**config.mk**
```make
export PLATFORM = sky130hd
export DESIGN_NAME = pci_read_reorder_buf
export DESIGN_NICKNAME = d
export VERILOG_FILES = /design/src/rtl/rrb_pkg.sv /design/src/rtl/rrb_line_store.sv /design/src/rtl/rrb_tenure_match.sv /design/src/rtl/rrb_ctrl.sv /design/src/rtl/pci_read_reorder_buf.sv
export SDC_FILE = /design/constraint.sdc
export NUM_CORES = 1
export LEC_CHECK = 0
export ABC_AREA = 0
export BUFFER_PORTS_ARGS = -buffer_cell sky130_fd_sc_hd__buf_4
export CAP_MARGIN = 20
export CORE_ASPECT_RATIO = 0.6
export CORE_MARGIN = 3
export CORE_UTILIZATION = 30
export CTS_CLUSTER_DIAMETER = 120
export DETAILED_ROUTE_END_ITERATION = 16
export PLACE_DENSITY = 0.54
export SYNTH_ARGS = -nofsm -noshare
export SYNTH_HDL_FRONTEND = slang
export SYNTH_SLANG_ARGS = --single-unit
```
**constraint.sdc**
```tcl
create_clock -name clk -period 3.7 [get_ports clk]
set_clock_uncertainty 0.1 [all_clocks]
set_input_delay 0.185 -clock clk [delete_from_list [all_inputs] [get_ports clk]]
set_output_delay 0.185 -clock clk [all_outputs]
set_load 0.005 [all_outputs]
```
**src/rtl/rrb_pkg.sv**
```systemverilog
`timescale 1ns/1ps
package rrb_pkg;

    typedef enum logic [2:0] {
        ST_IDLE,
        ST_FETCH_REQ,
        ST_FETCH_DATA,
        ST_HOLD,
        ST_BEAT
    } rrb_state_e;

endpackage

```
**src/rtl/rrb_line_store.sv**
```systemverilog
`timescale 1ns/1ps
// Line store: words are filled in ascending order and read at any index.
module rrb_line_store #(
    parameter int DW    = 64,
    parameter int WORDS = 4
) (
    input  logic                         clk,
    input  logic                         rst_n,
    input  logic                         clear,
    input  logic                         wr_en,
    input  logic [DW-1:0]                wr_data,
    input  logic [$clog2(WORDS)-1:0]     rd_idx,
    output logic [DW-1:0]                rd_data,
    output logic [$clog2(WORDS):0]       fill,
    output logic [WORDS-1:0]             valid,
    output logic                         full
);
    localparam int IDX_W = $clog2(WORDS);
    localparam int CNT_W = IDX_W + 1;

    logic [WORDS-1:0][DW-1:0] words_q;
    logic [WORDS-1:0]         vld_q;
    logic [CNT_W-1:0]         cnt_q;
    logic [WORDS-1:0]         sel;

    // One-hot decode of the word slot that the next write fills.
    generate
        for (genvar i = 0; i < WORDS; i++) begin : g_sel
            assign sel[i] = (cnt_q[IDX_W-1:0] == IDX_W'(i));
        end
    endgenerate

    always_ff @(posedge clk or negedge rst_n) begin
        if (!rst_n) begin
            vld_q <= '0;
            cnt_q <= '0;
        end else if (clear) begin
            vld_q <= '0;
            cnt_q <= '0;
        end else if (wr_en) begin
            vld_q <= vld_q | sel;
            cnt_q <= cnt_q + CNT_W'(1);
        end
    end

    always_ff @(posedge clk) begin
        for (int i = 0; i < WORDS; i++) begin
            if (wr_en && sel[i]) begin
                words_q[i] <= wr_data;
            end
        end
    end

    assign rd_data = words_q[rd_idx];
    assign fill    = cnt_q;
    assign valid   = vld_q;
    assign full    = &vld_q;

    // a resumed transfer never writes over a word that is already latched.
    a_r4_no_overwrite: assert property (@(posedge clk) disable iff (!rst_n)
        wr_en |-> !full);

endmodule

```
**src/rtl/rrb_tenure_match.sv**
```systemverilog
`timescale 1ns/1ps
// Latches the accepted tenure and compares re-presented tenures against it.
module rrb_tenure_match #(
    parameter int AW     = 32,
    parameter int ATTR_W = 4,
    parameter int DW     = 64,
    parameter int WORDS  = 4
) (
    input  logic                     clk,
    input  logic                     rst_n,
    input  logic                     capture,
    input  logic [AW-1:0]            cpu_addr,
    input  logic [ATTR_W-1:0]        cpu_attr,
    output logic                     addr_match,
    output logic [AW-1:0]            line_base,
    output logic [$clog2(WORDS)-1:0] crit_idx
);
    localparam int OFS_W    = $clog2(DW / 8);
    localparam int IDX_W    = $clog2(WORDS);
    localparam int LINE_LSB = OFS_W + IDX_W;

    logic [AW-1:OFS_W]  addr_q;
    logic [ATTR_W-1:0]  attr_q;

    always_ff @(posedge clk or negedge rst_n) begin
        if (!rst_n) begin
            addr_q <= '0;
            attr_q <= '0;
        end else if (capture) begin
            addr_q <= cpu_addr[AW-1:OFS_W];
            attr_q <= cpu_attr;
        end
    end

    assign addr_match = (cpu_addr[AW-1:OFS_W] == addr_q) && (cpu_attr == attr_q);
    assign line_base  = {addr_q[AW-1:LINE_LSB], {LINE_LSB{1'b0}}};
    assign crit_idx   = addr_q[LINE_LSB-1:OFS_W];

endmodule

```
**src/rtl/rrb_ctrl.sv**
```systemverilog
`timescale 1ns/1ps
// Sequencer: fetch, resume, retry, release and beat delivery.
module rrb_ctrl
    import rrb_pkg::*;
#(
    parameter int WORDS = 4
) (
    input  logic                     clk,
    input  logic                     rst_n,
    input  logic                     cpu_req,
    input  logic                     cpu_pci_rd,
    input  logic                     addr_match,
    input  logic                     cpu_dbus_busy,
    input  logic                     alt_mem_req,
    input  logic                     snoop_pend,
    input  logic                     pci_gnt,
    input  logic                     pci_dvalid,
    input  logic                     pci_disc,
    input  logic [$clog2(WORDS):0]   fill,
    output logic                     capture,
    output logic                     wr_en,
    output logic                     cpu_aack,
    output logic                     cpu_dbg,
    output logic                     cpu_retry,
    output logic                     cpu_dvalid,
    output logic                     pci_req,
    output logic                     pci_wr_retry,
    output logic [$clog2(WORDS)-1:0] beat
);
    localparam int                 IDX_W     = $clog2(WORDS);
    localparam int                 CNT_W     = IDX_W + 1;
    localparam logic [CNT_W-1:0]   LAST_FILL = CNT_W'(WORDS - 1);
    localparam logic [IDX_W-1:0]   LAST_BEAT = IDX_W'(WORDS - 1);

    rrb_state_e        state, state_n;
    logic              ten_open, ten_n;
    logic [IDX_W-1:0]  beat_q, beat_n;

    logic new_rd;
    logic alt_hit;
    logic last_word;
    logic launch;

    // A fresh PCI read from the processor while no tenure is held open.
    assign new_rd    = cpu_req && cpu_pci_rd && !ten_open;
    // Another master needs memory while the block still waits for the grant.
    assign alt_hit   = (state == ST_FETCH_REQ) && alt_mem_req && !pci_gnt;
    assign last_word = pci_dvalid && (fill == LAST_FILL);
    assign launch    = ten_open && !snoop_pend && !cpu_dbus_busy;

    // State register
    always_ff @(posedge clk or negedge rst_n) begin
        if (!rst_n) begin
            state    <= ST_IDLE;
            ten_open <= 1'b0;
            beat_q   <= '0;
        end else begin
            state    <= state_n;
            ten_open <= ten_n;
            beat_q   <= beat_n;
        end
    end

    // Next state
    always_comb begin
        state_n = state;
        ten_n   = ten_open;
        beat_n  = beat_q;
        unique case (state)
            ST_IDLE: begin
                if (cpu_req && cpu_pci_rd) begin
                    state_n = ST_FETCH_REQ;
                    ten_n   = 1'b1;
                end
            end
            ST_FETCH_REQ: begin
                if (pci_gnt) begin
                    state_n = ST_FETCH_DATA;
                end
                if (ten_open && cpu_req && alt_hit) begin
                    ten_n = 1'b0;
                end else if (new_rd && addr_match && !alt_hit) begin
                    ten_n = 1'b1;
                end
            end
            ST_FETCH_DATA: begin
                if (last_word) begin
                    state_n = ST_HOLD;
                end else if (pci_disc) begin
                    state_n = ST_FETCH_REQ;
                end
                if (new_rd && addr_match) begin
                    ten_n = 1'b1;
                end
            end
            ST_HOLD: begin
                if (launch) begin
                    state_n = ST_BEAT;
                    ten_n   = 1'b0;
                    beat_n  = '0;
                end else if (new_rd && addr_match) begin
                    ten_n = 1'b1;
                end
            end
            ST_BEAT: begin
                beat_n = beat_q + IDX_W'(1);
                if (beat_q == LAST_BEAT) begin
                    state_n = ST_IDLE;
                end
            end
            default: state_n = ST_IDLE;
        endcase
    end

    // Outputs
    always_comb begin
        capture      = 1'b0;
        wr_en        = 1'b0;
        cpu_aack     = 1'b0;
        cpu_dbg      = 1'b0;
        cpu_retry    = 1'b0;
        cpu_dvalid   = 1'b0;
        pci_req      = 1'b0;
        pci_wr_retry = 1'b0;
        unique case (state)
            ST_IDLE: begin
                capture = cpu_req && cpu_pci_rd;
            end
            ST_FETCH_REQ: begin
                pci_req   = 1'b1;
                cpu_retry = (ten_open && cpu_req && alt_hit) ||
                            (new_rd && (!addr_match || alt_hit));
            end
            ST_FETCH_DATA: begin
                pci_req   = 1'b1;
                wr_en     = pci_dvalid;
                cpu_retry = new_rd && !addr_match;
            end
            ST_HOLD: begin
                cpu_aack     = launch;
                cpu_dbg      = launch;
                pci_wr_retry = snoop_pend;
                cpu_retry    = new_rd && !addr_match;
            end
            ST_BEAT: begin
                cpu_dvalid = 1'b1;
                cpu_retry  = cpu_req && cpu_pci_rd;
            end
            default: ;
        endcase
    end

    assign beat = beat_q;

    // a tenure that is retried is never acknowledged in the same cycle.
    a_r6_retry_no_aack: assert property (@(posedge clk) disable iff (!rst_n)
        cpu_retry |-> !cpu_aack);

    // delivery of a line always ends with a return to idle.
    a_r12_back_to_idle: assert property (@(posedge clk) disable iff (!rst_n)
        $fell(cpu_dvalid) |-> (state == ST_IDLE));

endmodule

```
**src/rtl/pci_read_reorder_buf.sv**
```systemverilog
`timescale 1ns/1ps
module pci_read_reorder_buf #(
    parameter int AW     = 32,
    parameter int DW     = 64,
    parameter int ATTR_W = 4,
    parameter int WORDS  = 4
) (
    input  logic              clk,
    input  logic              rst_n,
    input  logic              cpu_req,
    input  logic              cpu_pci_rd,
    input  logic [AW-1:0]     cpu_addr,
    input  logic [ATTR_W-1:0] cpu_attr,
    input  logic              cpu_dbus_busy,
    output logic              cpu_aack,
    output logic              cpu_dbg,
    output logic              cpu_retry,
    output logic              cpu_dvalid,
    output logic [DW-1:0]     cpu_data,
    output logic              pci_req,
    input  logic              pci_gnt,
    output logic [AW-1:0]     pci_addr,
    input  logic              pci_dvalid,
    input  logic [DW-1:0]     pci_data,
    input  logic              pci_disc,
    input  logic              alt_mem_req,
    input  logic              snoop_pend,
    output logic              pci_wr_retry
);
    localparam int IDX_W = $clog2(WORDS);
    localparam int CNT_W = IDX_W + 1;
    localparam int OFS_W = $clog2(DW / 8);

    logic              capture;
    logic              wr_en;
    logic              addr_match;
    logic [AW-1:0]     line_base;
    logic [IDX_W-1:0]  crit_idx;
    logic [IDX_W-1:0]  beat;
    logic [IDX_W-1:0]  rd_idx;
    logic [CNT_W-1:0]  fill;
    logic [WORDS-1:0]  valid;
    logic              full;

    rrb_tenure_match #(
        .AW(AW), .ATTR_W(ATTR_W), .DW(DW), .WORDS(WORDS)
    ) u_match (
        .clk        (clk),
        .rst_n      (rst_n),
        .capture    (capture),
        .cpu_addr   (cpu_addr),
        .cpu_attr   (cpu_attr),
        .addr_match (addr_match),
        .line_base  (line_base),
        .crit_idx   (crit_idx)
    );

    rrb_line_store #(
        .DW(DW), .WORDS(WORDS)
    ) u_store (
        .clk     (clk),
        .rst_n   (rst_n),
        .clear   (capture),
        .wr_en   (wr_en),
        .wr_data (pci_data),
        .rd_idx  (rd_idx),
        .rd_data (cpu_data),
        .fill    (fill),
        .valid   (valid),
        .full    (full)
    );

    rrb_ctrl #(
        .WORDS(WORDS)
    ) u_ctrl (
        .clk           (clk),
        .rst_n         (rst_n),
        .cpu_req       (cpu_req),
        .cpu_pci_rd    (cpu_pci_rd),
        .addr_match    (addr_match),
        .cpu_dbus_busy (cpu_dbus_busy),
        .alt_mem_req   (alt_mem_req),
        .snoop_pend    (snoop_pend),
        .pci_gnt       (pci_gnt),
        .pci_dvalid    (pci_dvalid),
        .pci_disc      (pci_disc),
        .fill          (fill),
        .capture       (capture),
        .wr_en         (wr_en),
        .cpu_aack      (cpu_aack),
        .cpu_dbg       (cpu_dbg),
        .cpu_retry     (cpu_retry),
        .cpu_dvalid    (cpu_dvalid),
        .pci_req       (pci_req),
        .pci_wr_retry  (pci_wr_retry),
        .beat          (beat)
    );

    // Critical-word-first delivery: the index wraps within the line.
    assign rd_idx   = crit_idx + beat;
    // Resume point: line base plus the count of words already latched.
    assign pci_addr = line_base | (AW'(fill[IDX_W-1:0]) << OFS_W);

    // acknowledge only with every word of the line latched.
    a_r3_aack_full: assert property (@(posedge clk) disable iff (!rst_n)
        cpu_aack |-> ($countones(valid) == WORDS));

    // data beats start in the cycle after the acknowledge.
    a_r2_beat_follows: assert property (@(posedge clk) disable iff (!rst_n)
        cpu_aack |=> cpu_dvalid);

    // the PCI request is only withdrawn once the line is complete.
    a_r5_req_until_full: assert property (@(posedge clk) disable iff (!rst_n)
        $fell(pci_req) |-> full);

endmodule

```
* Word level (Yosys, flattened, before mapping) *
Cells that the tools add are included.

word-level totals
  register bits after elaboration = 298
  output and inout bits = 102

operators by class
  add/sub/neg operators = 3
  $lt $le $gt $ge = 1
  eq/ne operators = 17
  mux-type cells = 26
  bitwise gates (word level) = 1
  reductions and logical operators = 36

operators by type and width
  operator                                                                      count
  64-bit binary-select mux with 2-bit select                                    1
  64-bit 2-to-1 mux                                                             1
  32-bit by 5-bit bitwise OR with 32-bit output                                 1
  29-bit == test                                                                1
  3-bit 2-to-1 mux                                                              8
  1-bit logical AND                                                             18
  3-bit one-hot mux with 5 select lines                                         1
  1-bit 2-to-1 mux                                                              11
  3-bit by 2-bit == test with 1-bit output, second input constant               3
  2-bit == test, second input constant                                          3
  1-bit logical NOT                                                             6
  2-bit by 1-bit inequality test with 1-bit output, second input constant       3
  5-bit AND reduction                                                           1
  4-bit == test                                                                 1
  1-bit one-hot mux with 4 select lines                                         1
  2-bit one-hot mux with 2 select lines                                         1
  2-bit nonzero test                                                            2
  4-bit nonzero test                                                            1
  2-bit OR reduction                                                            2
  3-bit by 1-bit adder with 3-bit output, second input constant                 1
  3-bit by 1-bit == test with 1-bit output, second input constant               1
  3-bit == test, second input constant                                          1
  3-bit logical NOT                                                             1
  2-bit by 3-bit less-than comparator with 1-bit output, second input constant  1
  other kinds (12)                                                              13

* Longest topological paths before layout *
Gate-level depths: netlist (run 1).

  depth in word-level cells = 8
  mapped depth = 6
  gate-level depth less buffers = 6

* Hierarchy *
A second synthesis (run 1) with hierarchy kept.

second synthesis, totals
  cells, all modules = 548
  area total of the unflattened synthesis = 11835.1 µm²

modules (own cells, without submodules)
  module                instances  cells an instance  area an instance (µm²)  seq. area each (µm²)
  rrb_line_store        1          368                9665.5                  7862.5
  rrb_tenure_match      1          121                1629.1                  825.8
  rrb_ctrl              1          55                 491.7                   150.1
  pci_read_reorder_buf  1          4                  48.8                    0.0

* Least setup slack after synthesis (run 1) *
OpenSTA, ideal clock, no wires.

  path type = register to register
  start point = reg u_ctrl.state[0]
  end point = reg u_store.words_q[0] (netlist bit), enable pin
  arrival = 2568 ps
  required time = 3171 ps
  setup slack = 603 ps
  cell stages (with the launch flop) = 5
  buffers on the path = 2
  cells stage by stage = dfrtp_1 clkbuf_1 and4bb_2 buf_2 and2_1

between the ends
  cells in the longest elaborated chain, start to end = 3

RTL lines
  what                                      line                  text
  from (decl)                               rrb_ctrl.sv:35        rrb_state_e state, state_n;
  from (signal assigned)                    rrb_ctrl.sv:58        state <= state_n;
  3-bit by 2-bit == test with 1-bit output  rrb_ctrl.sv:125       unique case (state)
  1-bit 2-to-1 mux                          rrb_ctrl.sv:125
  1-bit logical AND                         rrb_line_store.sv:48  if (wr_en && sel[i]) begin
  to (signal, indexed assignment)           rrb_line_store.sv:49  words_q[i] <= wr_data;
  to (decl)                                 rrb_line_store.sv:21  logic [WORDS-1:0][DW-1:0] words_q;

Every way passes these cells.
A chain may end at the register's enable or synchronous reset.

* Final worst setup path (run 1) *
  start point = reg u_ctrl.beat_q[0], in the netlist u_ctrl.beat[0]
  end point = out cpu_data[30]

between the ends
  cells in the longest elaborated chain, start to end = 3

RTL lines
  what                                        line                         text
  from (decl)                                 rrb_ctrl.sv:37               logic [IDX_W-1:0] beat_q, beat_n;
  from (signal assigned)                      rrb_ctrl.sv:60               beat_q <= beat_n;
  2-bit adder                                 pci_read_reorder_buf.sv:100  assign rd_idx = crit_idx + beat;
  64-bit binary-select mux with 2-bit select  rrb_line_store.sv:54         assign rd_data = words_q[rd_idx];
  64-bit 2-to-1 mux (implied by the code)     rrb_line_store.sv:54
  to (decl)                                   pci_read_reorder_buf.sv:19   output logic [DW-1:0] cpu_data,

Every way passes these cells. The select of a mux whose other input is x is not followed.

==> impl_metrics.ini, run 1 <==
[cts]
max-clock-path-buffers = 3
postCtsResizedCells = 0
cts_tree = built
cts-htree-levels = 1
worst_skew_pair.late_latency_ps = 550
clkTransAtPathRegs_ps = 60
post_cts_setup_inserts = 0
clock-sinks = 298
ctsHoldBuffers = 104
tritoncts.num_buffers = 30
clock_root_buffer_master = clkbuf_16

[critical_path]
critical_path_required_time_ps = 3410
r2r.worst_path.cells = 3
crit_path_max_fanout = 44
end_kind = primary output
timing.setup.critical_path_class = register to primary output
critical_path.slowest_cell = xnor2_4
startpoint_type = register
arrival_ps = 3010
cpPeakStageDelay_ps = 720
cp_cell_sequence = ha_4 -> xor2_1 -> xnor2_4 -> buf_12 -> mux4_1 -> buf_4

[floorplanning]
die_x_microns = 261.9
die_height_microns = 159.6
ioPinCount = 212
start_util = 0.3087
area_of_the_placeable_core_sq_um = 38190
row_count = 55
die-area_sq_um = 41790

[status]
outcome = finished clean

[pwr]
sw_frac_of_total = 0.2948
internal-power_uw = 9108
powerDensity_nw_per_um2 = 808.5
net_switching_uw = 3807
cellLeakagePower_uw = 0.005870
pwr-share-seq = 0.339
clkPwrFrac = 0.241
power.ir.vdd_worst_v = 0.0005201
power.combinational.fraction = 0.421

[finish]
layout.cells.most_common = edfxtp_1
n_antenna_cell = 0
flow.area_growth_from_synthesis_pct = 35.49
final_util = 0.4182
most-common-layout-cells = edfxtp_1 (256), buf_4 (207), dlygate4sd3_1 (104)
layout-drive-gt1-share = 0.3776
finalNetCount = 979

[timing]
timing.final.max_slew_violations = 0
period_needed_ps = 3291
tightestPinTransition_ps = 903.8
setup-tns-final_ps = 0
rsz0062_at_grt = false
timing.hold.ws_ps = 91.06
max-slew-margin-rel = 0.3975
final.period_utilization = 0.8895
achievable-frequency_mhz = 303.9
final_hold_viol_count = 0
setup_violations = 0

[grt]
grt_overflow_total = 0
initial_antenna_violation_count = 0
grt.total_usage = 0.1215
grt_pass1_vias = 6544
grt_first_pass_wirelength_microns = 39420
grt_max_degree = 45

[synthesis]
yosysWarnings = 0
synth.area.mux_share = 0.1678
postSynth.asyncResetShare = 0.1409
syn_inst = 537
largest_family_of_logic_cells_by_synthesized_area = multiplexers
yosysSeqAreaShare = 0.7412
synth_area_in_simple_gates = 0.02293
synth_area_per_cell_sq_um = 21.95
synth_enable_flop_cells = 256
synth_fa_ha_area_frac = 0.007429
yosysUniqueCellTypes = 45
ys.flop_type = edfxtp_1
netlist_area_sq_um = 11790
area_fraction_in_compound_gates_after_synthesis = 0.01051
ys_ff_latch = 298
synth_xor_xnor_area_share = 0.02908

[placed_design]
dp.final_hpwl_microns = 16390
gp_congestion = 0.7662
port_buffers = 205

[routing]
drt_pass1_iterations = 4
route.detailed.drc = 0
route.detailed.vias_per_inst = 4.437
routed_wl_microns = 25660
drt_iter0_markers = 318
ant_nets = 0
num_vias = 6189
avgRoutedWirePerCell_microns = 18.40

[run]
maxCapViolCount = 0

[hold_path]
hold_path_class = primary input to asynchronous set/reset pin
## final timing paths
| kind | slack, ps | start | end |
|---|---|---|---|
| max | 410 | u_ctrl.beat[0] | cpu_data[30] |
| min in group clk | 110 | pci_dvalid | u_store.fill[1] |
| max reg2reg | 1310 | u_ctrl.state[1] | u_store.words_q[187] |
| max in group asynchronous | 3010 | rst_n | u_match.addr_q[3] |
| min reg2reg | 410 | u_match.attr_q[0] | u_match.attr_q[0] |
| min | 90 | rst_n | u_match.addr_q[19] |
## critical path: cells and delay by family, from the launching register on
family | cells | cell delay (ps)
fa+ha+maj | 1 | 180
flops | 1 | 440
buf+inv | 2 | 520
xor+xnor | 2 | 900
mux | 1 | 390
## sequential cells by signal, indices dropped and copies added, names as in the netlist
name / flops
u_ctrl.state: 3
u_store.fill: 3
u_match.addr_q: 29
u_ctrl.beat: 2
u_match.attr_q: 4
u_ctrl.ten_open: 1
u_store.words_q: 256
## per-stage QoR
step | setup WS (ps) | std cells | total power, uW | instance area, sq um
after floorplan | 602.6 | 539 | 7423 | 11800
after global placement | 891.6 | 1239 | 9918 | 13920
after detailed placement | 918.9 | 1239 | 9911 | 13920
after CTS | 296.3 | 1395 | 13200 | 15970
after global routing | 218.5 | 1395 | 13650 | 15970
final | 408.9 | 1395 | 12910 | 15970
## power by group through the flow
stage               logic [uW]  registers [uW]  clock network, uW
floorplan                 3040            4380                  0
global placement          5480            4430                  0
detailed placement        5470            4440                  0
CTS                       5600            4380               3220
global route              5860            4420               3370
finish                    5430            4370               3110
## layout make-up
cell class	instances	area [sq um]
Fill cell	3383	22220
Sequential cell	298	8738
Multi-Input combinational cell	207	2836
Timing Repair Buffer	317	2715
Clock buffer	37	798.3
Tap cell	513	641.9
Clock inverter	15	212.7
Inverter	8	30.03
## cells in the mapped netlist, types with 3 or more instances
library cell	number	area, sq um
inv_1	8	30.03
xnor2_1	10	87.58
nor4_1	6	37.54
and2_1	4	25.02
clkbuf_8	3	41.29
mux2_1	7	78.83
edfxtp_1	256	7687
mux2_2	6	67.56
nor2_1	8	30.03
nor3_1	3	15.01
buf_2	8	40.04
buf_6	7	78.83
xor2_1	26	227.7
nand4_1	3	18.77
nand2_1	8	30.03
nand3_1	4	20.02
mux2_4	20	300.3
mux4_1	24	630.6
mux4_2	40	900.9
buf_4	6	45.04
ha_1	7	87.58
dfrtp_1	42	1051
## cells by family after synthesis
logic type	count (synthesis)
XOR/XNOR	37
other	1
AND/OR/NAND/NOR	46
adder cells (fa/ha/maj)	7
multiplexers	97
flip-flops	298
AO/OA/AOI/OAI	17
buffers and inverters	34
## layer usage
layer,part of all wire,GRT usage
met1,0.48,0.1786
met3,0.044,0.02655
met4,0.022,0.02578
met2,0.46,0.1856
met5,0,0
Note: power is estimated with default switching activity, not from simulation.
==> inputs of run 2 (changes only) <==
--- a/config.mk
+++ b/config.mk
@@ -14,6 +14,7 @@
 export CTS_CLUSTER_DIAMETER = 120
 export DETAILED_ROUTE_END_ITERATION = 16
 export PLACE_DENSITY = 0.54
+export RECOVER_POWER = 25
 export SYNTH_ARGS = -nofsm -noshare
 export SYNTH_HDL_FRONTEND = slang
 export SYNTH_SLANG_ARGS = --single-unit
==> run 2 against run 1 <==
  * Die area did not move
  * Non-clock buffer count did not move
  * Hold slack about the same
  * Final cell count unchanged
  * Maximum frequency grew 0.15%
  * First-iteration DRC count is 8.5% higher
  * Setup slack better by 5.1 ps
  * Critical path type unchanged
  * Highest routed layer unchanged
==> impl_metrics.ini, run 2 (synthesized netlist as in run 1, its figures left out) <==
[status]
outcome = finished clean

[pwr]
sw_frac_of_total = 0.2949
net_switching_uw = 3801
pwr-share-seq = 0.339
powerDensity_nw_per_um2 = 815.5
power.ir.vdd_worst_v = 0.0005179
clkPwrFrac = 0.241
post-layout-total-power_uw = 12890
cellLeakagePower_uw = 0.005707
power.combinational.fraction = 0.419
internal-power_uw = 9087

[routing]
ant_nets = 0
route.detailed.drc = 0
drt_pass1_iterations = 4
drt_iter0_markers = 345
num_vias = 6189
route.detailed.vias_per_inst = 4.437
avgRoutedWirePerCell_microns = 18.40
routed_wl_microns = 25670

[finish]
most-common-layout-cells = edfxtp_1 (256), buf_4 (162), dlygate4sd3_1 (104)
flow.area_growth_from_synthesis_pct = 34.06
finalNetCount = 979
largest_reg_flops = 256
reg_top3 = u_store.words_q: 256 flops, u_match.addr_q: 29 flops, u_match.attr_q: 4 flops
layout.cells.most_common = edfxtp_1
layout-drive-gt1-share = 0.3265
largest_register = u_store.words_q
n_antenna_cell = 0

[cts]
tritoncts.num_buffers = 30
ctsHoldBuffers = 104
cts_tree = built
clock-sinks = 298
postCtsResizedCells = 0
cts-htree-levels = 1
post_cts_setup_inserts = 0
clkTransAtPathRegs_ps = 60
max-clock-path-buffers = 3
worst_skew_pair.late_latency_ps = 550
clock_root_buffer_master = clkbuf_16

[grt]
grt_overflow_total = 0
grt_first_pass_wirelength_microns = 39420
grt_max_degree = 45
grt.total_usage = 0.1215
grt_pass1_vias = 6544
initial_antenna_violation_count = 0

[critical_path]
cpPeakStageDelay_ps = 720
cp_cell_sequence = ha_4 -> xor2_1 -> xnor2_4 -> buf_12 -> mux4_1 -> buf_4
arrival_ps = 3000
critical_path.slowest_cell = xnor2_4
end_kind = primary output
critical_path_required_time_ps = 3410
critical-path-top-delay-family = XOR/XNOR gates
cp_num_buf_inv = 2
crit_path_max_fanout = 44
startpoint_type = register
timing.setup.critical_path_class = register to primary output

[timing]
achievable-frequency_mhz = 304.3
tightestPinTransition_ps = 896.4
setup_violations = 0
final_hold_viol_count = 0
final.period_utilization = 0.8881
max-slew-margin-rel = 0.4024
setup-tns-final_ps = 0
period_needed_ps = 3286
rsz0062_at_grt = false
timing.final.max_slew_violations = 0

[placed_design]
gp_congestion = 0.7662
port_buffers = 205
dp.final_hpwl_microns = 16390

[floorplanning]
area_of_the_placeable_core_sq_um = 38190
die_x_microns = 261.9
ioPinCount = 212
start_util = 0.3087
die_height_microns = 159.6
die-area_sq_um = 41790
row_count = 55

[run]
maxCapViolCount = 0

[hold_path]
hold_path_class = primary input to asynchronous set/reset pin
-- run 2: per-stage QoR --
| step | setup WS, ps | util | cells | hold WS, ps | area [sq um] |
|---|---|---|---|---|---|
| 2_1_floorplan | 602.6 | - | 539 | -210.6 | 11800 |
| 3_3_place_gp | 891.6 | 0.3645 | 1239 | 128.6 | 13920 |
| 3_5_place_dp | 918.9 | 0.3645 | 1239 | 129.4 | 13920 |
| 4_1_cts | 296.3 | 0.4182 | 1395 | 54.39 | 15970 |
| 5_1_grt | 218.5 | 0.4138 | 1395 | 92.77 | 15800 |
| 6_report | 414.0 | 0.4138 | 1395 | 90.58 | 15800 |
-- run 2: worst paths after layout --
check / start / endpoint / cells past startpoint / slack (ps)
max: u_ctrl.beat[0] / cpu_data[30] / 6 / 410
min in group clk: pci_dvalid / u_store.fill[1] / 3 / 110
min reg2reg: u_match.attr_q[0] / u_match.attr_q[0] / 1 / 410
min: rst_n / u_match.addr_q[19] / 2 / 90
max in group asynchronous: rst_n / u_match.addr_q[3] / 2 / 3010
max reg2reg: u_ctrl.state[1] / u_store.words_q[117] / 3 / 1310
-- run 2: layer usage --
layer | GRT usage | wire length [microns] | up-vias
met1 | 0.1786 | 12230 | 3179
met4 | 0.02578 | 559 | 0
met5 | 0 | 0 | -
met2 | 0.1856 | 11650 | 128
li1 | - | - | 2842
met3 | 0.02655 | 1231 | 40
-- run 2: cell type report --
type	count	area [sq um]
Clock inverter	15	212.7
Tap cell	513	641.9
Clock buffer	37	798.3
Multi-Input combinational cell	207	2836
Timing Repair Buffer	317	2546
Inverter	8	30.03
Fill cell	3419	22390
Sequential cell	298	8738
-- run 2: power groups by stage --
| stage | Clock (uW) | Combinational, uW | Sequential [uW] |
|---|---|---|---|
| 3_3_place_gp | 0 | 5480 | 4430 |
| 4_1_cts | 3220 | 5600 | 4380 |
| 2_1_floorplan | 0 | 3040 | 4380 |
| 5_1_grt | 3370 | 5830 | 4420 |
| 6_report | 3110 | 5400 | 4380 |
| 3_5_place_dp | 0 | 5470 | 4440 |
